==> config.mk <==
export PLATFORM = sky130hd
export DESIGN_NAME = vcap_status_tagger
export DESIGN_NICKNAME = d
export VERILOG_FILES = /design/src/rtl/vct_pkg.sv /design/src/rtl/vct_event_detect.sv /design/src/rtl/vct_marker_seq.sv /design/src/rtl/vct_lane_writer.sv /design/src/rtl/vcap_status_tagger.sv
export SDC_FILE = /design/constraint.sdc
export NUM_CORES = 1
export LEC_CHECK = 0
export BUFFER_PORTS_ARGS = -buffer_cell sky130_fd_sc_hd__buf_2
export CORE_UTILIZATION = 50
export DETAILED_ROUTE_END_ITERATION = 10
export PLACE_DENSITY = 0.85
export SYNTH_ARGS = -nofsm -noshare
export SYNTH_HDL_FRONTEND = slang
export SYNTH_SLANG_ARGS = --single-unit
==> constraint.sdc <==
create_clock -name clk -period 2.1 [get_ports clk]
set_input_delay 0.21 -clock clk [delete_from_list [all_inputs] [get_ports clk]]
set_output_delay 0.21 -clock clk [all_outputs]
set_load 0.03 [all_outputs]
==> src/rtl/vct_pkg.sv <==
package vct_pkg;
  localparam int DATA_W  = 32;
  localparam int CODE_W  = 4;
  localparam int ENTRY_W = DATA_W + CODE_W;

  localparam logic [CODE_W-1:0] C_PXV     = 4'b0000;
  localparam logic [CODE_W-1:0] C_SOL     = 4'b0010;
  localparam logic [CODE_W-1:0] C_PACKED  = 4'b0110;
  localparam logic [CODE_W-1:0] C_PLANAR  = 4'b1110;
  localparam logic [CODE_W-1:0] C_END_EVN = 4'b0100;
  localparam logic [CODE_W-1:0] C_END_ODD = 4'b1100;

  typedef enum logic [1:0] {
    SLOT_NONE,
    SLOT_END,
    SLOT_MODE_A,
    SLOT_MODE_B
  } slot_e;

  // Last-word code carries the byte count in its upper bits (00 = four).
  function automatic logic [CODE_W-1:0] pixel_code(input logic sol, input logic eol,
                                                    input logic [1:0] nbytes);
    if (eol)      return {nbytes, 2'b01};
    else if (sol) return C_SOL;
    else          return C_PXV;
  endfunction
endpackage

==> src/rtl/vct_event_detect.sv <==
module vct_event_detect
  import vct_pkg::*;
(
  input  logic              clk,
  input  logic              rst,
  input  logic              field,
  input  logic              cap_en,
  input  logic              fmt_planar,
  output logic              need_end,
  output logic [CODE_W-1:0] end_code,
  output logic              need_mode,
  output logic [CODE_W-1:0] mode_code
);
  logic field_q, cap_q, fmt_q;
  logic field_chg, fmt_chg;

  always_ff @(posedge clk) begin
    if (rst) begin
      field_q <= field;
      cap_q   <= 1'b0;
      fmt_q   <= fmt_planar;
    end else begin
      field_q <= field;
      cap_q   <= cap_en;
      fmt_q   <= fmt_planar;
    end
  end

  always_comb begin
    field_chg = field ^ field_q;
    fmt_chg   = fmt_planar ^ fmt_q;
    need_end  = field_chg & cap_q;
    end_code  = field_q ? C_END_EVN : C_END_ODD;
    need_mode = cap_en & (field_chg | ~cap_q | fmt_chg);
    mode_code = fmt_planar ? C_PLANAR : C_PACKED;
  end
endmodule

==> src/rtl/vct_marker_seq.sv <==
module vct_marker_seq
  import vct_pkg::*;
(
  input  logic              clk,
  input  logic              rst,
  input  logic              need_end,
  input  logic [CODE_W-1:0] end_code,
  input  logic              need_mode,
  input  logic [CODE_W-1:0] mode_code,
  output slot_e             slot,
  output logic [CODE_W-1:0] slot_code
);
  logic              end_pend, mode_pend, b_pend;
  logic [CODE_W-1:0] end_code_r, mode_code_r;

  always_comb begin
    if (end_pend) begin
      slot      = SLOT_END;
      slot_code = end_code_r;
    end else if (mode_pend) begin
      slot      = SLOT_MODE_A;
      slot_code = mode_code_r;
    end else if (b_pend) begin
      slot      = SLOT_MODE_B;
      slot_code = mode_code_r;
    end else begin
      slot      = SLOT_NONE;
      slot_code = '0;
    end
  end

  always_ff @(posedge clk) begin
    if (rst) begin
      end_pend    <= 1'b0;
      mode_pend   <= 1'b0;
      b_pend      <= 1'b0;
      end_code_r  <= '0;
      mode_code_r <= '0;
    end else begin
      end_pend  <= need_end;
      mode_pend <= need_mode | (mode_pend & end_pend);
      b_pend    <= (slot == SLOT_MODE_A);
      if (need_end)  end_code_r  <= end_code;
      if (need_mode) mode_code_r <= mode_code;
    end
  end
endmodule

==> src/rtl/vct_lane_writer.sv <==
module vct_lane_writer
  import vct_pkg::*;
(
  input  logic               clk,
  input  logic               rst,
  input  logic               req,
  input  logic [ENTRY_W-1:0] entry,
  input  logic               full,
  output logic               wr_en,
  output logic [ENTRY_W-1:0] wr_data
);
  always_ff @(posedge clk) begin
    if (rst) begin
      wr_en   <= 1'b0;
      wr_data <= '0;
    end else begin
      wr_en <= req & ~full;
      if (req & ~full) wr_data <= entry;
    end
  end
endmodule

==> src/rtl/vcap_status_tagger.sv <==
module vcap_status_tagger
  import vct_pkg::*;
#(
  parameter int NUM_LANES  = 3,
  parameter int LANE_SEL_W = 2
) (
  input  logic                         clk,
  input  logic                         rst,
  input  logic                         cap_en,
  input  logic                         vbi_cap_en,
  input  logic                         field,
  input  logic                         fmt_planar,
  input  logic                         pix_valid,
  input  logic [DATA_W-1:0]            pix_data,
  input  logic                         pix_vbi,
  input  logic                         pix_sol,
  input  logic                         pix_eol,
  input  logic [1:0]                   pix_last_bytes,
  input  logic [LANE_SEL_W-1:0]        pix_lane,
  input  logic [NUM_LANES-1:0]         fifo_full,
  output logic [NUM_LANES-1:0]         wr_en,
  output logic [NUM_LANES*ENTRY_W-1:0] wr_data,
  output logic                         overflow
);
  logic              need_end, need_mode;
  logic [CODE_W-1:0] end_code, mode_code, slot_code, pix_code;
  slot_e             slot;
  logic              pix_ok;
  logic [LANE_SEL_W-1:0] tgt;
  logic [NUM_LANES-1:0]  lane_req;

  vct_event_detect u_evt (
    .clk       (clk),
    .rst       (rst),
    .field     (field),
    .cap_en    (cap_en),
    .fmt_planar(fmt_planar),
    .need_end  (need_end),
    .end_code  (end_code),
    .need_mode (need_mode),
    .mode_code (mode_code)
  );

  vct_marker_seq u_seq (
    .clk      (clk),
    .rst      (rst),
    .need_end (need_end),
    .end_code (end_code),
    .need_mode(need_mode),
    .mode_code(mode_code),
    .slot     (slot),
    .slot_code(slot_code)
  );

  always_comb begin
    pix_code = pixel_code(pix_sol, pix_eol, pix_last_bytes);
    tgt      = fmt_planar ? pix_lane : '0;
    pix_ok   = pix_valid & cap_en & (~pix_vbi | vbi_cap_en) & (slot == SLOT_NONE);
  end

  for (genvar i = 0; i < NUM_LANES; i++) begin : g_lane
    logic               req;
    logic [ENTRY_W-1:0] ent;

    always_comb begin
      case (slot)
        SLOT_END, SLOT_MODE_B: req = (i == 0);
        SLOT_MODE_A:           req = 1'b1;
        default:               req = pix_ok && (tgt == LANE_SEL_W'(i));
      endcase
      ent = (slot == SLOT_NONE) ? {pix_code, pix_data} : {slot_code, {DATA_W{1'b0}}};
    end

    assign lane_req[i] = req;

    vct_lane_writer u_wr (
      .clk    (clk),
      .rst    (rst),
      .req    (req),
      .entry  (ent),
      .full   (fifo_full[i]),
      .wr_en  (wr_en[i]),
      .wr_data(wr_data[i*ENTRY_W +: ENTRY_W])
    );
  end

  always_ff @(posedge clk) begin
    if (rst)                          overflow <= 1'b0;
    else if (|(lane_req & fifo_full)) overflow <= 1'b1;
  end
endmodule

[Yosys cells after proc, flatten, opt, wreduce, memory -nomap -nowiden]
Cells that the tools add are included.
Storage, ports and cells
  flip-flop bits (word level): 126
  word-level logic and storage cells: 64
Operators by class
  eq/ne operators: 5
  mux-type cells: 15
  bitwise operators: 21
  reductions and logical operators: 8
Operators with widths (number)
  $mux W36: 1
  $mux W4: 6
  $mux W2: 5
  $and A1 B1 Y1: 9
  $eq A2 B2 Y1 const B: 3
  $reduce_or A3 Y1: 2
  $not A1 Y1: 5
  $eq A2 B1 Y1 const B: 2
  $logic_not A2 Y1: 2
  $or A1 B1 Y1: 4
  $pmux W1 S2: 2
  $and A3 B3 Y3: 1
  $logic_and A1 B1 Y1: 3
  $reduce_or A2 Y1: 1
  $xor A1 B1 Y1: 2
  $mux W1: 1

[Depth between registers and ports, before layout]
Gate-level depths: netlist (run 1).
  depth after elaboration: 9
  depth in mapped cells: 7
  mapped depth without buffers: 5

[Modules after synthesis]
A second synthesis (run 1) with hierarchy kept.
Unflattened totals
  cells, all modules: 625
  area, all modules: 6039.5 um^2
By module, submodules not included
  vct_lane_writer: times used 3, cells each 165, area an instance 1659.1 um^2, seq. area each 740.7 um^2
  vct_marker_seq: times used 1, cells each 51, area an instance 464.2 um^2, seq. area each 220.2 um^2
  vcap_status_tagger: times used 1, cells each 60, area an instance 436.7 um^2, seq. area each 20.0 um^2
  vct_event_detect: times used 1, cells each 19, area an instance 161.4 um^2, seq. area each 60.1 um^2

[Least setup slack after synthesis (run 1)]
OpenSTA, ideal clock, no wires.
  path type: flip-flop to flip-flop
  start point: register u_seq.mode_pend
  end point: register g_lane[2].u_wr.wr_data[32]
  setup time: 68 ps
  data arrival time: 1620 ps
  data required time: 2032 ps
  slack: 413 ps
  cell stages (with the launch flop): 7
  path buffers: 2
  clock period less this slack: 1687 ps
  cells stage by stage: dfxtp_1 nor3_1 a2111o_1 buf_4 buf_4 nand2_1 a21oi_2
Between the ends
  cells in the longest elaborated chain, start to end: 7
  elaborated cells on any way between the ends: 14
RTL lines
  from (decl): RTL line vct_marker_seq.sv:13  | logic end_pend, mode_pend, b_pend;
  from (signal assigned): RTL line vct_marker_seq.sv:41  | mode_pend <= need_mode | (mode_pend & end_pend);
  $mux W2: RTL line vct_marker_seq.sv:20  | end else if (mode_pend) begin
  $mux W2: RTL line vct_marker_seq.sv:17  | if (end_pend) begin
  $logic_not A2 Y1: RTL line vcap_status_tagger.sv:58, vcap_status_tagger.sv:71
  $and A1 B1 Y1: RTL line vcap_status_tagger.sv:58  | pix_ok = pix_valid & cap_en & (~pix_vbi | vbi_cap_en) & (slot == SLOT_NONE);
  $logic_and A1 B1 Y1: RTL line vcap_status_tagger.sv:69  | default: req = pix_ok && (tgt == LANE_SEL_W'(i));
  $pmux W1 S2: RTL line vcap_status_tagger.sv:66  | case (slot)
  $and A1 B1 Y1: RTL line vct_lane_writer.sv:18  | if (req & ~full) wr_data <= entry;
  to (signal assigned): RTL line vct_lane_writer.sv:18
  to (decl): RTL line vct_lane_writer.sv:10  | output logic [ENTRY_W-1:0] wr_data
Several ways; a longest one is shown, not always the timed one.
A chain may end at the register's enable or synchronous reset.

[Worst setup path in the final report (run 1)]
  start point: register u_seq.mode_pend
  end point: register g_lane[0].u_wr.wr_data[28]
Between the ends
  cells in the longest elaborated chain, start to end: 7
  elaborated cells on any way between the ends: 12
RTL lines (RTL line)
  $mux W2 *: vct_marker_seq.sv:20
  $mux W2 *: vct_marker_seq.sv:17
  $logic_not A2 Y1: vcap_status_tagger.sv:58, vcap_status_tagger.sv:71
  $and A1 B1 Y1: vcap_status_tagger.sv:58
  $logic_and A1 B1 Y1: vcap_status_tagger.sv:69
  $mux W1: vcap_status_tagger.sv:66
  $and A1 B1 Y1: vct_lane_writer.sv:18
  to (signal assigned): vct_lane_writer.sv:18
  to (decl): vct_lane_writer.sv:10
Every way passes the cells marked *; elsewhere a longest branch is shown, timed or not.

==> flow_summary_export.csv, run 1 <==
group,metric,value,unit
setup_path,crit_path_start,"u_seq.mode_pend$_SDFF_PP0_",
sta,hold_viol_final,0,
global_routing,grt_pass1_vias,4081,
job,cap_viol_max_count,0,
setup_path,arrival,2.47,ns
route,drt_wl_total,12.3,mm
global_routing,antenna_found_initial,0,
yosys,syn_nets,589,
cts,cts.sink_count,122,
global_routing,grt_usage,0.254,
route,vias_per_cell,5.19,
global_routing,grt_pass1_wl,19.2,mm
setup_path,crit_path_end,"g_lane[0].u_wr.wr_data[28]$_SDFFE_PP0P_",
layout,final_util,0.689,
setup_path,timing.rr.start,"u_seq.mode_pend$_SDFF_PP0_",
power,p_leak,2.94,nW
setup_path,cp.depth,6,
cts,clkTransAtPathRegs,0.06,ns
setup_path,critPathLaunchType,"register",
cts,numCtsBuffers,17,
power,power_density,1000,nW/um^2
setup_path,crit_path_top_delay_cell,"or3_1",
worst_hold_path,hold_path.class,"in -> reg",
sta,min_period,2.03,ns
route,post_drt_wl_per_cell,15.1,um
power,ir_worst_vdd,0.579,mV
layout,syn_to_final_growth,31.4,%
global_routing,grtUsageMet1,0.300,
yosys,avgSynthCellArea,8.59,um^2
layout,diodes,0,
route,vias,4232,
yosys,synth-seq-area-share,0.527,
floorplanning,die_height,98.3,um
floorplanning,dieWidth,98.3,um
setup_path,end_kind,"register",
cts,cts_tree,"built",
sta,worst_pin_slew,0.935,ns
global_routing,grt_util_met2,0.433,
setup_path,r2r-end,"g_lane[0].u_wr.wr_data[28]$_SDFFE_PP0P_",
cts,cts-htree-levels,4,
setup_path,critPathMaxFanout,37,
sta,whs,0.0207,ns
sta,slew_headroom,0.376,
setup_path,crit_type,"reg -> reg",
place,gp_congestion,0.866,
global_routing,grt_use_met3,0.0795,
cts,clk_path_buf_depth,2,
yosys,synthTopCellsByArea,"dfxtp_1, nand2_1, mux2i_1",
setup_path,worst-r2r-setup-slack,0.07,ns
floorplanning,pin_count,161,
setup_path,max_stage_delay,0.45,ns
setup_path,crit_chain,"or3_1, a41oi_2, or2_1, buf_12, nand2_1, a21oi_1",
sta,post-route-period-util,0.966,
sta,final-setup-viol-count,0,
global_routing,grt_max_degree,58,
sta,slew_violations,0,
floorplanning,design.die.area,9670,um^2
cts,insertion_delay,0.52,ns
route,drtAntennaViolNets,0,
yosys,yosysMostFrequentCell,"nand2_1",
yosys,yosysTopAreaCell,"dfxtp_1",
global_routing,grt.overflow.total,0,
yosys,synth_cell_types,33,
setup_path,path_buf_inv,1,
yosys,ys.warnings.count,0,
floorplanning,core,8850,um^2
layout,drive_gt1_frac,0.299,
yosys,synth_common_cells,"nand2_1, dfxtp_1, a21oi_1",
yosys,async_flop_share,0,
setup_path,rr_worst_depth,6,
sta,skew,0.00825,ns
sta,max_freq,0.493,GHz
yosys,ys_ff_latch,122,
place,port_buffers,160,
yosys,netlist_instances,540,
place,dpl.hpwl,7.95,mm
setup_path,critical-path-top-delay-family,"simple AND/OR/NAND/NOR gates",
outcome,run_status,"finished with violations",
yosys,netlist_area,4640,um^2
route,drt_iter0_markers,175,
setup_path,cp.required,2.54,ns
yosys,synth_top_area_frac,0.527,
floorplanning,num_rows,34,
cts,root_buffer,"clkbuf_8",
route,dr.pass1.iters,8,
global_routing,top_usage_layer,"met2",
layout,final_net_count,744,
route,drc,11,
floorplanning,initial_core_util,0.524,
yosys,synth_edf_count,0,
outcome,violations,"design-rule violations",
yosys,synth-main-ff-cell,"dfxtp_1",
==> layer usage <==
layer / wire length (um) / share of wire
met1: 5010 / 0.41
met2: 6080 / 0.49
met3: 999 / 0.081
met4: 198 / 0.016
met5: 0 / 0
==> kinds of logic after synthesis <==
| kind of cell | synth area share |
|---|---|
| AND/OR/NAND/NOR | 0.224 |
| XOR/XNOR | 0.00378 |
| AO/OA/AOI/OAI | 0.114 |
| flip-flops | 0.527 |
| multiplexers | 0.0798 |
| buffers and inverters | 0.0526 |
==> how the worst min path moves through the flow <==
| stage | from | endpoint | cells after the start |
|---|---|---|---|
| floorplan | field | u_evt.field_q$_DFF_P_ | 0 |
| global placement | field | u_evt.field_q$_DFF_P_ | 1 |
| detailed placement | field | u_evt.field_q$_DFF_P_ | 1 |
| CTS | fifo_full[1] | overflow$_SDFFE_PP0P_ | 3 |
| global route | fifo_full[1] | overflow$_SDFFE_PP0P_ | 3 |
| finish | fifo_full[1] | overflow$_SDFFE_PP0P_ | 3 |
==> state kept, by name (all words and copies together), names as in the netlist <==
| signal | count |
|---|---|
| u_evt.fmt_q | 1 |
| u_evt.field_q | 1 |
| u_seq.b_pend | 1 |
| u_seq.mode_code_r | 2 |
| g_lane.u_wr.wr_data | 108 |
| overflow | 1 |
| u_seq.end_code_r | 2 |
| g_lane.u_wr.wr_en | 3 |
| u_seq.end_pend | 1 |
| u_evt.cap_q | 1 |
| u_seq.mode_pend | 1 |
==> tightest hold or removal path, delay by kind of cell <==
kind / cells / cell delay (ns)
buf+inv: 1 / 0.11
compound gates: 2 / 0.16
==> power breakdown <==
part	switching, mW	internal, mW	total [mW]
combinational	0.556	0.267	0.822
clock	1.07	1.72	2.79
sequential	0.0583	2.42	2.48
==> stage by stage <==
stage	setup TNS (ns)	instances	instance area [um^2]	worst slack, ns	power [mW]
4_1_cts	0	815	6080	0.122	6.12
2_1_floorplan	0	540	4640	0.413	3.09
5_1_grt	-0.00219	816	6090	-0.00219	6.31
3_5_place_dp	0	780	5480	0.199	3.33
3_3_place_gp	0	780	5480	0.309	3.31
6_report	0	816	6090	0.0710	6.09
==> timing repair <==
action	4_1_cts	5_1_grt
hold endpoints to repair	4	0
setup endpoints to repair	0	1
hold buffers	3	0
gates resized for setup	0	1
setup buffers	0	0
==> layout by cell type, fill, tap and decap left out, types with 2 or more instances in the layout <==
master         instances
a21oi_1               72
a21oi_2                4
a31oi_1                5
and2_1                32
buf_12                 3
buf_2                159
buf_4                  8
bufinv_16              2
clkbuf_16             16
clkbuf_8               2
clkinv_2               4
clkinv_4               3
clkinvlp_4             3
dfxtp_1              122
dlygate4sd3_1          3
inv_1                  5
inv_6                  2
mux2i_1               37
nand2_1              149
nand2b_1               2
nor2_1                50
nor3b_1                2
o211ai_1               2
o21a_1                 2
o21ai_0                3
xnor2_1                2
==> area by class of cell <==
type / count / area, um^2
Clock buffer: 18 / 428
Timing Repair Buffer: 173 / 946
Inverter: 5 / 18.8
Sequential cell: 122 / 2440
Tap cell: 108 / 135
Multi-Input combinational cell: 376 / 1980
Fill cell: 708 / 2750
Clock inverter: 14 / 146
(Power assumes the default switching activity.)
==> run 2: changes to the inputs <==
--- a/config.mk
+++ b/config.mk
@@ -6,6 +6,7 @@
 export NUM_CORES = 1
 export LEC_CHECK = 0
 export BUFFER_PORTS_ARGS = -buffer_cell sky130_fd_sc_hd__buf_2
+export CORE_ASPECT_RATIO = 0.75
 export CORE_UTILIZATION = 50
 export DETAILED_ROUTE_END_ITERATION = 10
 export PLACE_DENSITY = 0.85
==> run 2 against run 1 <==
- the run now ends clean
- sequential share of layout area decreased by 0.14 points
- combinational power increased by 2%
- power about the same
- routed wire length increased by 3.4%
- core utilization decreased by 0.99 points
- fmax increased by 1.1%
- global-route usage increased by 0.72 points
- hold slack improved by 0.091 ns
- first-iteration DRC count increased by 22%
- critical endpoint is now g_lane[0].u_wr.wr_data[10]$_SDFFE_PP0P_
- highest routed layer unchanged
==> flow_summary_export.csv, run 2 (synthesis results as in run 1) <==
group,metric,value,unit
cts,cts_tree,"built",
global_routing,grt_pass1_vias,4013,
sta,slew_headroom,0.653,
worst_hold_path,hold_path.class,"in -> reg",
layout,final_common_cell,"buf_2",
global_routing,grt_pass1_wl,19.6,mm
sta,slew_violations,0,
floorplanning,die_height,85.4,um
layout,drive_gt1_frac,0.297,
cts,root_buffer,"clkbuf_16",
sta,setup-tns-final,0,ns
setup_path,crit_path_end,"g_lane[0].u_wr.wr_data[10]$_SDFFE_PP0P_",
route,drt_iter0_markers,214,
global_routing,grt_max_degree,56,
layout,layout.cells.non_filler,819,
route,drt_wl_total,12.7,mm
floorplanning,initial_core_util,0.515,
layout,final_net_count,743,
power,ir_worst_vdd,0.545,mV
setup_path,crit_path_start,"u_seq.mode_pend$_SDFF_PP0_",
setup_path,cp.required,2.42,ns
layout,largest_reg_flops,108,
place,place_area,5490,um^2
global_routing,grt_use_met3,0.0786,
cts,cts.sink_count,122,
global_routing,grt_util_met2,0.431,
cts,clkTransAtPathRegs,0.05,ns
sta,worst_pin_slew,0.515,ns
setup_path,arrival,2.32,ns
sta,skew,0.00915,ns
sta,post-route-period-util,0.956,
global_routing,top_usage_layer,"met2",
sta,final-setup-viol-count,0,
power,power.total,6.10,mW
route,vias_per_cell,5.20,
setup_path,crit_type,"reg -> reg",
floorplanning,core,9010,um^2
setup_path,critPathLaunchType,"register",
place,port_buffers,160,
layout,top_register,"g_lane.u_wr.wr_data",
setup_path,rr_worst_depth,6,
layout,diodes,0,
place,dp.cells,784,
layout,final_cell_mix,"buf_2, nand2_1, dfxtp_1",
layout,reg_top3,"g_lane.u_wr.wr_data: 108 flops, g_lane.u_wr.wr_en: 3 flops",
global_routing,antenna_found_initial,0,
cts,numCtsBuffers,17,
power,p_leak,2.94,nW
setup_path,r2r-end,"g_lane[0].u_wr.wr_data[10]$_SDFFE_PP0P_",
layout,syn_to_final_growth,31.9,%
job,cap_viol_max_count,0,
sta,rsz0062_at_grt,"yes",
route,dr.pass1.iters,8,
floorplanning,pin_count,161,
floorplanning,num_rows,30,
global_routing,grt_usage,0.261,
power,power_density,997,nW/um^2
floorplanning,dieWidth,113,um
route,post_drt_wl_per_cell,15.5,um
setup_path,timing.rr.start,"u_seq.mode_pend$_SDFF_PP0_",
cts,insertion_delay,0.41,ns
global_routing,grtUsageMet1,0.325,
setup_path,end_kind,"register",
sta,hold_viol_final,0,
setup_path,crit_path_top_delay_cell,"or3_1",
sta,whs,0.112,ns
setup_path,critPathMaxFanout,37,
cts,cts-htree-levels,4,
route,drtAntennaViolNets,0,
setup_path,max_stage_delay,0.48,ns
sta,min_period,2.01,ns
setup_path,worst-r2r-setup-slack,0.09,ns
global_routing,grt.overflow.total,0,
outcome,run_status,"finished clean",
floorplanning,design.die.area,9670,um^2
layout,final_cell_area,6120,um^2
cts,clk_path_buf_depth,2,
place,dpl.hpwl,8.29,mm
sta,max_freq,0.498,GHz
route,drc,0,
place,gp_congestion,0.882,
route,vias,4261,
setup_path,crit_chain,"or3_1, a41oi_4, or2_1, buf_12, nand2_1, a21oi_1",
## run 2: what timing repair did
| item | in CTS | in global routing |
|---|---|---|
| hold endpoints to repair | 2 | 0 |
| buffers inserted | 0 | 0 |
| gates resized for setup | 0 | 3 |
| hold buffers | 2 | 0 |
| endpoints found under the setup margin | 0 | 7 |
## run 2: metrics by stage
| stage | utilization | worst slack, ns |
|---|---|---|
| after floorplan | - | 0.413 |
| after global placement | 0.610 | 0.256 |
| after detailed placement | 0.610 | 0.130 |
| after CTS | 0.676 | 0.103 |
| after global routing | 0.679 | -0.00752 |
| final | 0.679 | 0.0930 |
## run 2: worst min path at each step
stage | endpoint | start | depth (start not counted) | slack, ns
6_report | u_evt.cap_q$_SDFF_PP0_ | cap_en | 3 | 0.11
5_1_grt | u_evt.cap_q$_SDFF_PP0_ | cap_en | 3 | 0.14
4_1_cts | u_evt.cap_q$_SDFF_PP0_ | cap_en | 3 | 0.07
3_5_place_dp | u_evt.field_q$_DFF_P_ | field | 1 | 0.37
3_3_place_gp | u_evt.field_q$_DFF_P_ | field | 1 | 0.36
2_1_floorplan | u_evt.field_q$_DFF_P_ | field | 0 | 0.24
## run 2: critical path, delay by kind of cell (launching register included)
| family | cells | cell delay [ns] |
|---|---|---|
| and+or+nand+nor | 3 | 0.76 |
| DFF | 1 | 0.37 |
| buffers and inverters | 1 | 0.21 |
| AOI/OAI and AO/OA | 2 | 0.56 |
## run 2: metal layers
| metal | part of all wire | vias to the layer above |
|---|---|---|
| li1 | - | 2068 |
| met1 | 0.44 | 1986 |
| met2 | 0.47 | 190 |
| met3 | 0.080 | 17 |
| met4 | 0.012 | 0 |
| met5 | 0 | - |
## run 2: report_power, final
| group | internal [mW] | total (mW) | switching (mW) |
|---|---|---|---|
| sequential | 2.42 | 2.48 | 0.0589 |
| combinational | 0.272 | 0.838 | 0.567 |
| clock | 1.77 | 2.78 | 1.01 |
| total | 4.46 | 6.10 | 1.64 |
## run 2: final cells by class
| cell class | count | area, um^2 |
|---|---|---|
| flip-flops and latches | 122 | 2440 |
| clock inverters | 12 | 125 |
| multi-input cells | 376 | 1990 |
| inverters | 5 | 18.8 |
| clock buffers | 20 | 447 |
| well taps | 112 | 140 |
| repair buffers | 172 | 948 |
| fillers | 728 | 2890 |
